===== src/rtl/dbg_halt_pkg.sv =====
package dbg_halt_pkg;
  localparam int BP_ADDR_W   = 18;
  localparam int BP_NUM      = 4;
  localparam int BP_SLOT_W   = 2;
  localparam int CMD_BYTES   = 3;
  localparam int CFG_USED_W  = 4;

  // configuration bit positions
  localparam int CFG_TOFF    = 3;
  localparam int CFG_DMA     = 2;
  localparam int CFG_SUSP    = 1;
  localparam int CFG_FLASH   = 0;

  // status bit positions
  localparam int ST_HALTED   = 5;
  localparam int ST_CAUSE    = 3;
  localparam int ST_LOCK     = 2;
  localparam int ST_OVF      = 0;

  typedef struct packed {
    logic                 en;
    logic [BP_ADDR_W-1:0] addr;
  } bp_slot_t;
endpackage


===== src/rtl/dbg_bp_loader.sv =====
module dbg_bp_loader
  import dbg_halt_pkg::*;
#(
  parameter int ADDR_W = BP_ADDR_W,
  parameter int SLOT_W = BP_SLOT_W
) (
  input  logic              clk,
  input  logic              rst,
  input  logic              byte_valid,
  input  logic              byte_first,
  input  logic [7:0]        byte_in,
  output logic              wr_stb,
  output logic [SLOT_W-1:0] wr_slot,
  output bp_slot_t          wr_val
);
  localparam int CNT_W  = $clog2(CMD_BYTES);
  localparam int FULL_W = 18;

  logic [CNT_W-1:0] cnt_q;
  logic [7:0]       hdr_q;
  logic [7:0]       mid_q;
  logic [FULL_W-1:0] full_addr;

  assign full_addr = {hdr_q[1:0], mid_q, byte_in};

  always_ff @(posedge clk) begin
    if (rst) begin
      cnt_q   <= '0;
      hdr_q   <= '0;
      mid_q   <= '0;
      wr_stb  <= 1'b0;
      wr_slot <= '0;
      wr_val  <= '0;
    end else begin
      wr_stb <= 1'b0;
      if (byte_valid) begin
        if (byte_first) begin
          hdr_q <= byte_in;
          cnt_q <= CNT_W'(1);
        end else if (cnt_q == CNT_W'(1)) begin
          mid_q <= byte_in;
          cnt_q <= CNT_W'(2);
        end else if (cnt_q == CNT_W'(2)) begin
          wr_stb      <= 1'b1;
          wr_slot     <= hdr_q[7 -: SLOT_W];
          wr_val.en   <= hdr_q[5];
          wr_val.addr <= full_addr[ADDR_W-1:0];
          cnt_q       <= '0;
        end
      end
    end
  end
endmodule


===== src/rtl/dbg_bp_bank.sv =====
module dbg_bp_bank
  import dbg_halt_pkg::*;
#(
  parameter int NUM    = BP_NUM,
  parameter int ADDR_W = BP_ADDR_W,
  parameter int SLOT_W = BP_SLOT_W
) (
  input  logic              clk,
  input  logic              rst,
  input  logic              wr_stb,
  input  logic [SLOT_W-1:0] wr_slot,
  input  bp_slot_t          wr_val,
  input  logic [ADDR_W-1:0] cmp_addr,
  output logic              hit
);
  logic [NUM-1:0] hit_vec;

  for (genvar g = 0; g < NUM; g++) begin : g_slot
    bp_slot_t slot_q;
    always_ff @(posedge clk) begin
      if (rst) begin
        slot_q <= '0;
      end else if (wr_stb && (wr_slot == SLOT_W'(g))) begin
        slot_q <= wr_val;
      end
    end
    assign hit_vec[g] = slot_q.en && (slot_q.addr == cmp_addr);
  end

  assign hit = |hit_vec;
endmodule


===== src/rtl/dbg_halt_core.sv =====
module dbg_halt_core
  import dbg_halt_pkg::*;
(
  input  logic       clk,
  input  logic       rst,
  input  logic       bp_hit,
  input  logic       fetch_valid,
  input  logic       halt_req,
  input  logic       resume_req,
  input  logic       dmem_wr_en,
  input  logic [7:0] dmem_wr_addr,
  input  logic       lock_in,
  input  logic       status_clr,
  input  logic       cfg_wr_en,
  input  logic [7:0] cfg_wr_data,
  input  logic       dbg_instr_active,
  input  logic       step_branch,
  output logic       halted,
  output logic [7:0] status,
  output logic [7:0] cfg,
  output logic       timer_en
);
  localparam logic [7:0] TOP_DATA_ADDR = 8'hFF;

  logic                  halted_q;
  logic                  cause_q;
  logic                  lock_q;
  logic                  ovf_q;
  logic [CFG_USED_W-1:0] cfg_q;

  always_ff @(posedge clk) begin
    if (rst) begin
      halted_q <= 1'b0;
      cause_q  <= 1'b0;
    end else if (halted_q) begin
      if (resume_req) halted_q <= 1'b0;
    end else if (fetch_valid && bp_hit) begin
      halted_q <= 1'b1;
      cause_q  <= 1'b1;
    end else if (halt_req) begin
      halted_q <= 1'b1;
      cause_q  <= 1'b0;
    end
  end

  always_ff @(posedge clk) begin
    if (rst) begin
      ovf_q  <= 1'b0;
      lock_q <= 1'b0;
      cfg_q  <= '0;
    end else begin
      lock_q <= lock_in;
      if (dmem_wr_en && (dmem_wr_addr == TOP_DATA_ADDR)) ovf_q <= 1'b1;
      else if (status_clr) ovf_q <= 1'b0;
      if (cfg_wr_en) cfg_q <= cfg_wr_data[CFG_USED_W-1:0];
    end
  end

  always_comb begin
    status            = '0;
    status[ST_HALTED] = halted_q;
    status[ST_CAUSE]  = cause_q;
    status[ST_LOCK]   = lock_q;
    status[ST_OVF]    = ovf_q;
  end

  assign cfg      = {{(8-CFG_USED_W){1'b0}}, cfg_q};
  assign halted   = halted_q;
  assign timer_en = !cfg_q[CFG_TOFF] &&
                    !(cfg_q[CFG_SUSP] && (dbg_instr_active || step_branch));
endmodule


===== src/rtl/dbg_halt_ctrl.sv =====
module dbg_halt_ctrl
  import dbg_halt_pkg::*;
#(
  parameter int NUM_BP = BP_NUM,
  parameter int ADDR_W = BP_ADDR_W
) (
  input  logic              clk,
  input  logic              rst,
  input  logic              bp_byte_valid,
  input  logic              bp_byte_first,
  input  logic [7:0]        bp_byte,
  input  logic [ADDR_W-1:0] cpu_addr,
  input  logic              cpu_addr_valid,
  input  logic              halt_req,
  input  logic              resume_req,
  input  logic              dmem_wr_en,
  input  logic [7:0]        dmem_wr_addr,
  input  logic              lock_in,
  input  logic              status_clr,
  input  logic              cfg_wr_en,
  input  logic [7:0]        cfg_wr_data,
  input  logic              dbg_instr_active,
  input  logic              step_branch,
  output logic              cpu_halted,
  output logic [7:0]        status_q,
  output logic [7:0]        cfg_q,
  output logic              dma_pause,
  output logic              flash_info_sel,
  output logic              timer_run_en
);
  localparam int SLOT_W = BP_SLOT_W;

  logic              ld_stb;
  logic [SLOT_W-1:0] ld_slot;
  bp_slot_t          ld_val;
  logic              bp_hit;

  dbg_bp_loader #(.ADDR_W(ADDR_W), .SLOT_W(SLOT_W)) u_loader (
    .clk(clk), .rst(rst),
    .byte_valid(bp_byte_valid), .byte_first(bp_byte_first), .byte_in(bp_byte),
    .wr_stb(ld_stb), .wr_slot(ld_slot), .wr_val(ld_val)
  );

  dbg_bp_bank #(.NUM(NUM_BP), .ADDR_W(ADDR_W), .SLOT_W(SLOT_W)) u_bank (
    .clk(clk), .rst(rst),
    .wr_stb(ld_stb), .wr_slot(ld_slot), .wr_val(ld_val),
    .cmp_addr(cpu_addr), .hit(bp_hit)
  );

  dbg_halt_core u_core (
    .clk(clk), .rst(rst),
    .bp_hit(bp_hit), .fetch_valid(cpu_addr_valid),
    .halt_req(halt_req), .resume_req(resume_req),
    .dmem_wr_en(dmem_wr_en), .dmem_wr_addr(dmem_wr_addr),
    .lock_in(lock_in), .status_clr(status_clr),
    .cfg_wr_en(cfg_wr_en), .cfg_wr_data(cfg_wr_data),
    .dbg_instr_active(dbg_instr_active), .step_branch(step_branch),
    .halted(cpu_halted), .status(status_q), .cfg(cfg_q), .timer_en(timer_run_en)
  );

  assign dma_pause      = cfg_q[CFG_DMA];
  assign flash_info_sel = cfg_q[CFG_FLASH];
endmodule


===== config.mk =====
export PLATFORM = sky130hd
export DESIGN_NAME = dbg_halt_ctrl
export DESIGN_NICKNAME = d
export VERILOG_FILES = /design/src/rtl/dbg_halt_pkg.sv /design/src/rtl/dbg_bp_loader.sv /design/src/rtl/dbg_bp_bank.sv /design/src/rtl/dbg_halt_core.sv /design/src/rtl/dbg_halt_ctrl.sv
export SDC_FILE = /design/constraint.sdc
export NUM_CORES = 1
export LEC_CHECK = 0
export BUFFER_PORTS_ARGS = -buffer_cell sky130_fd_sc_hd__buf_4
export CAP_MARGIN = 20
export CORE_ASPECT_RATIO = 1.4
export CORE_UTILIZATION = 60
export CTS_CLUSTER_SIZE = 25
export DETAILED_ROUTE_END_ITERATION = 8
export GPL_ROUTABILITY_DRIVEN = 0
export PLACE_DENSITY = 0.81
export SETUP_SLACK_MARGIN = 0.3
export SKIP_CTS_REPAIR_TIMING = 1
export SLEW_MARGIN = 20
export SYNTH_ARGS = -nofsm -noshare
export SYNTH_HDL_FRONTEND = slang
export SYNTH_HIERARCHICAL = 1
export SYNTH_SLANG_ARGS = --single-unit

===== constraint.sdc =====
create_clock -name clk -period 3.41 [get_ports clk]
set_clock_uncertainty 0.1 [all_clocks]
set_input_delay 0.682 -clock clk [delete_from_list [all_inputs] [get_ports clk]]
set_output_delay 0.682 -clock clk [all_outputs]
set_load 0.03 [all_outputs]

Word-level counts from Yosys, hierarchy flattened
Cells that the tools add are included. W data, S select, Z words.

Multiplexer cells: 12. Bitwise operators: 4. Eq/ne operators: 10. Reduce and logical (&&, ||, !) cells: 26.

Operators by type and width (count): $eq A18 B18 Y1 (4); $logic_and A1 B1 Y1 (12); $mux W1 (9); $eq A8 B8 Y1 const B (1); $reduce_or A4 Y1 (2); $eq A2 B2 Y1 const B (3); $mux W2 (3); $reduce_and A2 Y1 (3); $eq A2 B1 Y1 const B (2); $not A1 Y1 (4); $reduce_and A4 Y1 (1); $reduce_bool A2 Y1 (2); $reduce_and A3 Y1 (1); $reduce_bool A3 Y1 (1); $logic_not A1 Y1 (2); $logic_not A2 Y1 (1); $logic_or A1 B1 Y1 (1).

Input bits: 55. Register bits: 124. Logic and storage cells: 72. Output and inout port bits: 20.

Logic depth before layout (Yosys ltp)
Gate-level depths: netlist of the first run.

Depth in word-level cells: 6. Mapped depth: 8. Gate-level depth less buffers: 7.

Modules after synthesis
Netlist of the first run, hierarchy kept.

By module, submodules not included: dbg_bp_bank (area each 3558.4 um^2, cells an instance 449, seq. area each 1521.5 um^2, instances 1); dbg_bp_loader (area each 1321.3 um^2, cells an instance 153, seq. area each 740.7 um^2, instances 1); dbg_halt_core (area each 407.9 um^2, cells an instance 46, seq. area each 160.2 um^2, instances 1); dbg_halt_ctrl (area each 15.0 um^2, cells an instance 2, seq. area each 0.0 um^2, instances 1).

Worst setup path after synthesis of the first run
Ideal clock, no wire load.

Path type: input-to-output. Start point: in step_branch. End point: out timer_run_en. Arrival: 1.248 ns. Path buffers: 0. Setup slack: 1.380 ns. Stages on the path: 2. Required time: 2.628 ns. Cell sequence: o21a_1 > nor2_1.

Cells in the longest elaborated chain, start to end: 4.

Ends and longest elaborated chain: start, declared (RTL line dbg_halt_ctrl.sv:23) `input logic step_branch,`; $logic_or A1 B1 Y1 (RTL line dbg_halt_core.sv:70) `!(cfg_q[CFG_SUSP] && (dbg_instr_active || step_branch));`; $logic_and A1 B1 Y1 (RTL line dbg_halt_core.sv:70); $logic_not A1 Y1 (RTL line dbg_halt_core.sv:70); $logic_and A1 B1 Y1 (RTL line dbg_halt_core.sv:69) `assign timer_en = !cfg_q[CFG_TOFF] &&`; end, declared (RTL line dbg_halt_ctrl.sv:29) `output logic timer_run_en`.

No other way between the ends.

Worst setup path after layout of the first run
Same ends and word-level chain as after synthesis.

==> impl_metrics.prom, run 1 <==
# TYPE chip_impl_metric gauge
chip_impl_info{name="status",value="finished, final reports clean"} 1
chip_impl_metric{name="postSynthRegisterBits",unit=""} 121
chip_impl_metric{name="layout-drive-gt1-share",unit="%"} 15.2
chip_impl_metric{name="slew_headroom",unit="%"} 31.5
chip_impl_metric{name="core.rowCount",unit=""} 40
chip_impl_metric{name="synth_cells",unit=""} 650
chip_impl_metric{name="postSynthAreaPerCell",unit="um^2"} 8.16
chip_impl_metric{name="final_hold_viol_count",unit=""} 0
chip_impl_metric{name="layout.core_utilization",unit="%"} 73.1
chip_impl_metric{name="power.share.clock",unit="%"} 56.0
chip_impl_metric{name="power_switching_share",unit="%"} 20.1
chip_impl_info{name="cell_taking_the_most_area_after_synthesis",value="dfxtp_1"} 1
chip_impl_metric{name="ant_nets",unit=""} 0
chip_impl_metric{name="grt_use_met3",unit="%"} 8.06
chip_impl_metric{name="num_io_pins",unit=""} 75
chip_impl_metric{name="dr_total_vias",unit=""} 4500
chip_impl_info{name="layout.cells.most_common",value="nand2_1"} 1
chip_impl_metric{name="clock.fmax",unit="MHz"} 500
chip_impl_metric{name="fin_crit_sh",unit="%"} 58.7
chip_impl_metric{name="grt_first_pass_wirelength",unit="um"} 20300
chip_impl_info{name="ctsRootBufferMaster",value="clkbuf_16"} 1
chip_impl_info{name="busiest_layer",value="met2"} 1
chip_impl_metric{name="power_frac_seq",unit="%"} 38.5
chip_impl_metric{name="power-per-cell-area",unit="nW/um^2"} 595
chip_impl_metric{name="tritoncts_num_sinks",unit=""} 121
chip_impl_info{name="layout.cells.most_common_list",value="201 x nand2_1, 121 x dfxtp_1, 104 x a21oi_1"} 1
chip_impl_metric{name="max-cap-violations",unit=""} 0
chip_impl_metric{name="cellLeakagePower",unit="nW"} 2.09
chip_impl_metric{name="cts_buffer_depth",unit=""} 2
chip_impl_metric{name="globalRouteMet2Util",unit="%"} 51.2
chip_impl_metric{name="combinationalPowerShare",unit="%"} 5.5
chip_impl_info{name="worst_hold_path_type",value="register to register"} 1
chip_impl_metric{name="clk_pin_slew_worst_paths",unit="ns"} 0.05
chip_impl_metric{name="tightestPinTransition",unit="ns"} 1.03
chip_impl_metric{name="antenna_cells_inserted",unit=""} 0
chip_impl_metric{name="filler_cell_count",unit=""} 634
chip_impl_metric{name="yosysUniqueCellTypes",unit=""} 38
chip_impl_metric{name="synth_largest_type_area_fraction",unit="%"} 45.7
chip_impl_metric{name="vdd.ir_drop.worst",unit="mV"} 0.504
chip_impl_metric{name="post-place-ws",unit="ns"} 1.04
chip_impl_metric{name="synthesis.yosys.warnings",unit=""} 6
chip_impl_metric{name="grt.met1_usage",unit="%"} 32.0
chip_impl_metric{name="die-area",unit="um^2"} 9220
chip_impl_metric{name="grt_pass1_vias",unit=""} 4169
chip_impl_metric{name="detail_route.wl_per_cell",unit="um"} 16.6
chip_impl_metric{name="vias_per_instance",unit=""} 5.69
chip_impl_metric{name="period_minus_slack",unit="ns"} 2.00
chip_impl_metric{name="critPathArrivalTime",unit="ns"} 1.22
chip_impl_info{name="synth.top_cells.by_area",value="dfxtp_1 46%, nand2_1 14%, xnor2_1 12%"} 1
chip_impl_metric{name="drt_drc_violations_left",unit=""} 0
chip_impl_metric{name="initial_core_util",unit="%"} 62.0
chip_impl_metric{name="synth_sequential_area_ratio",unit="%"} 45.7
chip_impl_metric{name="h-tree-depth",unit=""} 4
chip_impl_metric{name="portBuffers",unit=""} 62
chip_impl_metric{name="grt-ovfl-total",unit=""} 0
chip_impl_info{name="timing.critical_path.from_type",value="input port"} 1
chip_impl_metric{name="die_height",unit="um"} 113
chip_impl_metric{name="globalRouteTotalUtil",unit="%"} 30.0
chip_impl_metric{name="report.final.slew_viol_count",unit=""} 0
chip_impl_metric{name="initial_antenna_violation_count",unit=""} 0
chip_impl_info{name="worst_setup_path_end_kind",value="output pin"} 1
chip_impl_metric{name="fin_ws",unit="ns"} 1.41
chip_impl_metric{name="final-setup-viol-count",unit=""} 0
chip_impl_info{name="cts_tree",value="yes"} 1
chip_impl_metric{name="clock_latency",unit="ns"} 0.41
chip_impl_metric{name="final_nets",unit=""} 728
chip_impl_metric{name="cp_max_fo",unit=""} 1
chip_impl_metric{name="grt_start_max_net_pins",unit=""} 79
chip_impl_metric{name="tritoncts.num_buffers",unit=""} 17
chip_impl_info{name="criticalPathCategory",value="input port to output pin"} 1
chip_impl_info{name="grt_setup_unrepaired",value="false"} 1
chip_impl_metric{name="crit_required",unit="ns"} 2.63
chip_impl_metric{name="power.internal",unit="mW"} 2.97
chip_impl_metric{name="post_dp_cell_area",unit="um^2"} 5560
chip_impl_metric{name="post-route-cell-area",unit="um^2"} 6250
chip_impl_metric{name="tns",unit="ns"} 0
chip_impl_metric{name="drt_first_pass_iters",unit=""} 9
chip_impl_metric{name="area_growth",unit="%"} 18.0
chip_impl_metric{name="p_sw",unit="uW"} 748
chip_impl_metric{name="synth_area",unit="um^2"} 5300
chip_impl_metric{name="initial_detailed_routing_violation_count",unit=""} 397
chip_impl_metric{name="detail_route.wirelength",unit="um"} 13100
chip_impl_metric{name="core_area",unit="um^2"} 8560
chip_impl_metric{name="dieWidth",unit="um"} 81.5
chip_impl_metric{name="hpwl",unit="um"} 8280
==> critical path, stage by stage <==
cell and delay [ns]:
buf_4 0.11, o21a_1 0.17, nor2_1 0.09, buf_4 0.17
==> worst paths after layout <==
| check | depth (start not counted) | to | slack, ns | start |
|---|---|---|---|---|
| max | 4 | timer_run_en | 1.41 | step_branch |
| min | 2 | u_loader/hdr_q[0]$_SDFFE_PP0P_ | 0.35 | u_loader/hdr_q[0]$_SDFFE_PP0P_ |
| max reg2reg | 7 | u_core/halted$_SDFF_PP0_ | 1.49 | u_bank/g_slot[2].slot_q[1]$_SDFFE_PP0P_ |
| min reg2reg | 2 | u_loader/hdr_q[0]$_SDFFE_PP0P_ | 0.35 | u_loader/hdr_q[0]$_SDFFE_PP0P_ |
==> cell families (layout without fill, tap and decap cells) <==
family                    Yosys count  in the layout  share of synthesized area [%]
DFF                               121            121                           45.7
muxes                              12             12                           2.27
buffers and inverters              68             97                           7.34
xor gates and xnor gates           72             72                           11.9
and+or+nand+nor                   265            265                           22.0
AOI/OAI and AO/OA                 111            111                           10.8
other                               1              8                         0.0707
==> per-layer routing <==
metal	routed length, um	part of all wire (%)
met1	4970	38
met2	6700	51
met3	858	6.5
met4	621	4.7
met5	0	0
==> layout make-up <==
class | count | area, um^2 | share of cell area, %
multi-input combinational | 468 | 2520 | 40.2
sequential | 121 | 2420 | 38.7
clock buffer | 19 | 443 | 7.08
inverter | 2 | 7.51 | 0.120
clock inverter | 13 | 248 | 3.96
tap | 105 | 131 | 2.10
timing repair buffer | 63 | 485 | 7.76
==> power by group through the flow <==
| stage | Sequential [mW] | Combinational, mW | Clock [mW] |
|---|---|---|---|
| 5_1_grt | 1.43 | 0.219 | 2.17 |
| 3_3_place_gp | 1.46 | 0.200 | 0 |
| 6_report | 1.43 | 0.205 | 2.08 |
| 4_1_cts | 1.43 | 0.205 | 2.10 |
| 3_5_place_dp | 1.46 | 0.202 | 0 |
| 2_1_floorplan | 1.47 | 0.131 | 0 |
==> flip-flops by register name (all words and copies together) (netlist names) <==
name and cells:
u_loader/cnt_q 2, u_core/cause_q 1, u_core/ovf_q 1, u_bank/g_slot.slot_q 76
u_loader/hdr_q 5, u_loader/wr_slot 2, u_loader/wr_stb 1, u_loader/wr_val 19
u_loader/mid_q 8, u_core/lock_q 1, u_core/halted 1, u_core/cfg_q 4
==> metrics by stage <==
stage / total power, mW / hold WS (ns) / std cells
3_5_place_dp: 1.66 / 0.345 / 759
6_report: 3.72 / 0.354 / 791
5_1_grt: 3.82 / 0.356 / 791
2_1_floorplan: 1.60 / 0.331 / 657
3_3_place_gp: 1.66 / 0.342 / 759
4_1_cts: 3.73 / 0.349 / 791
==> Yosys cell counts (all sizes together) <==
| cell | n |
|---|---|
| nor2 | 15 |
| nand3b | 3 |
| nor2b | 1 |
| a21oi | 106 |
| and4bb | 2 |
| clkbuf | 30 |
| o21ai | 2 |
| dfxtp | 121 |
| or3 | 1 |
| xnor2 | 72 |
| and3b | 1 |
| nor4 | 4 |
| buf | 36 |
| conb | 1 |
| or2 | 1 |
| nand2 | 203 |
| or3b | 1 |
| a211oi | 2 |
| nor3b | 1 |
| o21a | 1 |
| nand4 | 22 |
| and3 | 1 |
| mux2i | 12 |
| inv | 2 |
| nand2b | 1 |
| nand4bb | 1 |
| nand3 | 7 |
(Power assumes the default switching activity.)
==> run 2: changes to the inputs <==
- CORE_UTILIZATION: 60 -> 57
- PLACE_DENSITY: 0.81 -> 0.77
- clock period: 3.41 -> 1.9 ns (I/O delays scaled with it)
==> run 2 against run 1 <==
Sequential share of layout area fell by 0.96 points. Clock power rose by 44%. Critical path type is now register to register. Cell count rose by 2.7%. Worst setup slack got worse by 1.4 ns. Sequential power rose by 80%. Utilization fell by 1.8 points. Final area rose by 2.9%. Highest routed layer unchanged. Non-clock buffer count rose by 21. Critical path depth rose by 4.
==> impl_metrics.prom, run 2 (synthesized netlist as in run 1, its figures left out) <==
# TYPE chip_impl_metric gauge
chip_impl_info{name="layout.cells.most_common_list",value="201 x nand2_1, 115 x dfxtp_1, 104 x a21oi_1"} 1
chip_impl_metric{name="core_area",unit="um^2"} 9030
chip_impl_metric{name="max-cap-violations",unit=""} 0
chip_impl_metric{name="num_io_pins",unit=""} 75
chip_impl_metric{name="initial_antenna_violation_count",unit=""} 0
chip_impl_metric{name="cp_max_fo",unit=""} 2
chip_impl_metric{name="h-tree-depth",unit=""} 4
chip_impl_metric{name="tritoncts_num_sinks",unit=""} 121
chip_impl_metric{name="drt_drc_violations_left",unit=""} 0
chip_impl_metric{name="slew_headroom",unit="%"} 66.1
chip_impl_metric{name="clk_pin_slew_worst_paths",unit="ns"} 0.05
chip_impl_info{name="ctsRootBufferMaster",value="clkbuf_16"} 1
chip_impl_metric{name="final-setup-viol-count",unit=""} 0
chip_impl_metric{name="globalRouteTotalUtil",unit="%"} 27.5
chip_impl_metric{name="post_dp_cell_area",unit="um^2"} 5720
chip_impl_metric{name="vdd.ir_drop.worst",unit="mV"} 0.852
chip_impl_metric{name="cts_buffer_depth",unit=""} 2
chip_impl_info{name="layout.cells.most_common",value="nand2_1"} 1
chip_impl_info{name="grt_setup_unrepaired",value="true"} 1
chip_impl_metric{name="critPathArrivalTime",unit="ns"} 2.11
chip_impl_metric{name="area_growth",unit="%"} 21.3
chip_impl_metric{name="clock.fmax",unit="MHz"} 534
chip_impl_metric{name="initial_core_util",unit="%"} 58.7
chip_impl_metric{name="vias_per_instance",unit=""} 5.56
chip_impl_metric{name="grt_start_max_net_pins",unit=""} 74
chip_impl_info{name="criticalPathCategory",value="register to register"} 1
chip_impl_metric{name="period_minus_slack",unit="ns"} 1.87
chip_impl_metric{name="totalPowerFinal",unit="mW"} 5.98
chip_impl_metric{name="dieWidth",unit="um"} 83.5
chip_impl_metric{name="detail_route.wirelength",unit="um"} 13000
chip_impl_info{name="timing.critical_path.from_type",value="register"} 1
chip_impl_info{name="largest_register",value="u_bank/g_slot.slot_q"} 1
chip_impl_info{name="worst_hold_path_type",value="input port to register"} 1
chip_impl_metric{name="core.rowCount",unit=""} 41
chip_impl_metric{name="grt_pass1_vias",unit=""} 4257
chip_impl_metric{name="dr_total_vias",unit=""} 4517
chip_impl_metric{name="tightestPinTransition",unit="ns"} 0.508
chip_impl_metric{name="final_hold_viol_count",unit=""} 0
chip_impl_metric{name="final_nets",unit=""} 749
chip_impl_metric{name="report.final.slew_viol_count",unit=""} 0
chip_impl_metric{name="tritoncts.num_buffers",unit=""} 17
chip_impl_metric{name="portBuffers",unit=""} 62
chip_impl_info{name="worst_setup_path_end_kind",value="register"} 1
chip_impl_metric{name="clock_latency",unit="ns"} 0.41
chip_impl_metric{name="layout-drive-gt1-share",unit="%"} 20.6
chip_impl_metric{name="cellLeakagePower",unit="nW"} 2.20
chip_impl_metric{name="antenna_cells_inserted",unit=""} 0
chip_impl_info{name="status",value="finished, final reports clean"} 1
chip_impl_metric{name="max_reg_flops",unit=""} 76
chip_impl_metric{name="crit_required",unit="ns"} 2.13
chip_impl_metric{name="initial_detailed_routing_violation_count",unit=""} 365
chip_impl_metric{name="die-area",unit="um^2"} 9700
chip_impl_info{name="cts_tree",value="yes"} 1
chip_impl_metric{name="fin_crit_sh",unit="%"} 98.5
chip_impl_metric{name="grt-ovfl-total",unit=""} 0
chip_impl_metric{name="post-route-cell-area",unit="um^2"} 6430
chip_impl_info{name="largest_registers",value="u_bank/g_slot.slot_q (76), u_loader/wr_val (19), u_loader/mid_q (8)"} 1
chip_impl_metric{name="non_filler_instances",unit=""} 812
chip_impl_metric{name="ant_nets",unit=""} 0
chip_impl_metric{name="die_height",unit="um"} 116
chip_impl_metric{name="hpwl",unit="um"} 8640
chip_impl_metric{name="detail_route.wl_per_cell",unit="um"} 16.0
chip_impl_metric{name="power-per-cell-area",unit="nW/um^2"} 930
chip_impl_metric{name="placedCellCount",unit=""} 780
chip_impl_metric{name="drt_first_pass_iters",unit=""} 5
chip_impl_metric{name="grt_first_pass_wirelength",unit="um"} 20400
-- run 2: changes by cell type in the layout (fill, tap and decap cells not counted), sizes merged --
cell,delta
bufinv,-5
clkinv,+4
buf,+21
clkinvlp,-2
clkbuf,+1
-- run 2: layer usage --
metal  GRT usage, %  vias up  wire length, um
li1               -     2185                -
met1           29.6     2090             4780
met2           49.0      199             6800
met3           7.28       43              900
met4           16.2        0              543
met5              0        -                0
-- run 2: worst paths after layout --
kind / start / end / slack [ns] / depth (start not counted)
worst max-delay path: u_bank/g_slot[2].slot_q[5]$_SDFFE_PP0P_ / u_core/halted$_SDFF_PP0_ / 0.03 / 8
worst min-delay path: resume_req / u_core/halted$_SDFF_PP0_ / 0.05 / 2
worst max register to register: u_bank/g_slot[2].slot_q[5]$_SDFFE_PP0P_ / u_core/halted$_SDFF_PP0_ / 0.03 / 8
worst min register to register: u_loader/mid_q[3]$_SDFFE_PP0P_ / u_loader/wr_val[11]$_SDFFE_PP0P_ / 0.35 / 2
-- run 2: power breakdown --
group / switching [mW] / internal [mW]
Clock: 1.04 / 1.96
Sequential: 0.0138 / 2.56
Combinational: 0.220 / 0.187
-- run 2: metrics by stage --
| stage | utilization, % | setup TNS (ns) | setup WS, ns | hold WS (ns) |
|---|---|---|---|---|
| final | 71.3 | 0 | 0.0281 | 0.0530 |
| after global routing | 71.3 | -0.0371 | -0.0371 | 0.0413 |
| after CTS | 69.6 | -0.0169 | -0.0169 | 0.0437 |
| after detailed placement | 63.4 | -0.299 | -0.173 | 0.342 |
| after global placement | 63.4 | -0.225 | -0.131 | 0.343 |
| after floorplan | - | 0 | 0.273 | 0.331 |
-- run 2: critical path: stages, from the launching register on --
cell and delay [ns]:
dfxtp_2 0.33, xnor2_2 0.15, nand4_1 0.19, nor4_2 0.35, buf_4 0.16, nand4_1 0.09
nand4_1 0.15, a211oi_2 0.10, a211oi_2 0.18
-- run 2: final cells by class --
| cell class | count | area [um^2] |
|---|---|---|
| clock inverters | 10 | 103 |
| multi-input cells | 468 | 2640 |
| well taps | 107 | 134 |
| flip-flops and latches | 121 | 2430 |
| inverters | 2 | 7.51 |
| clock buffers | 20 | 457 |
| fillers | 675 | 2590 |
| repair buffers | 84 | 668 |
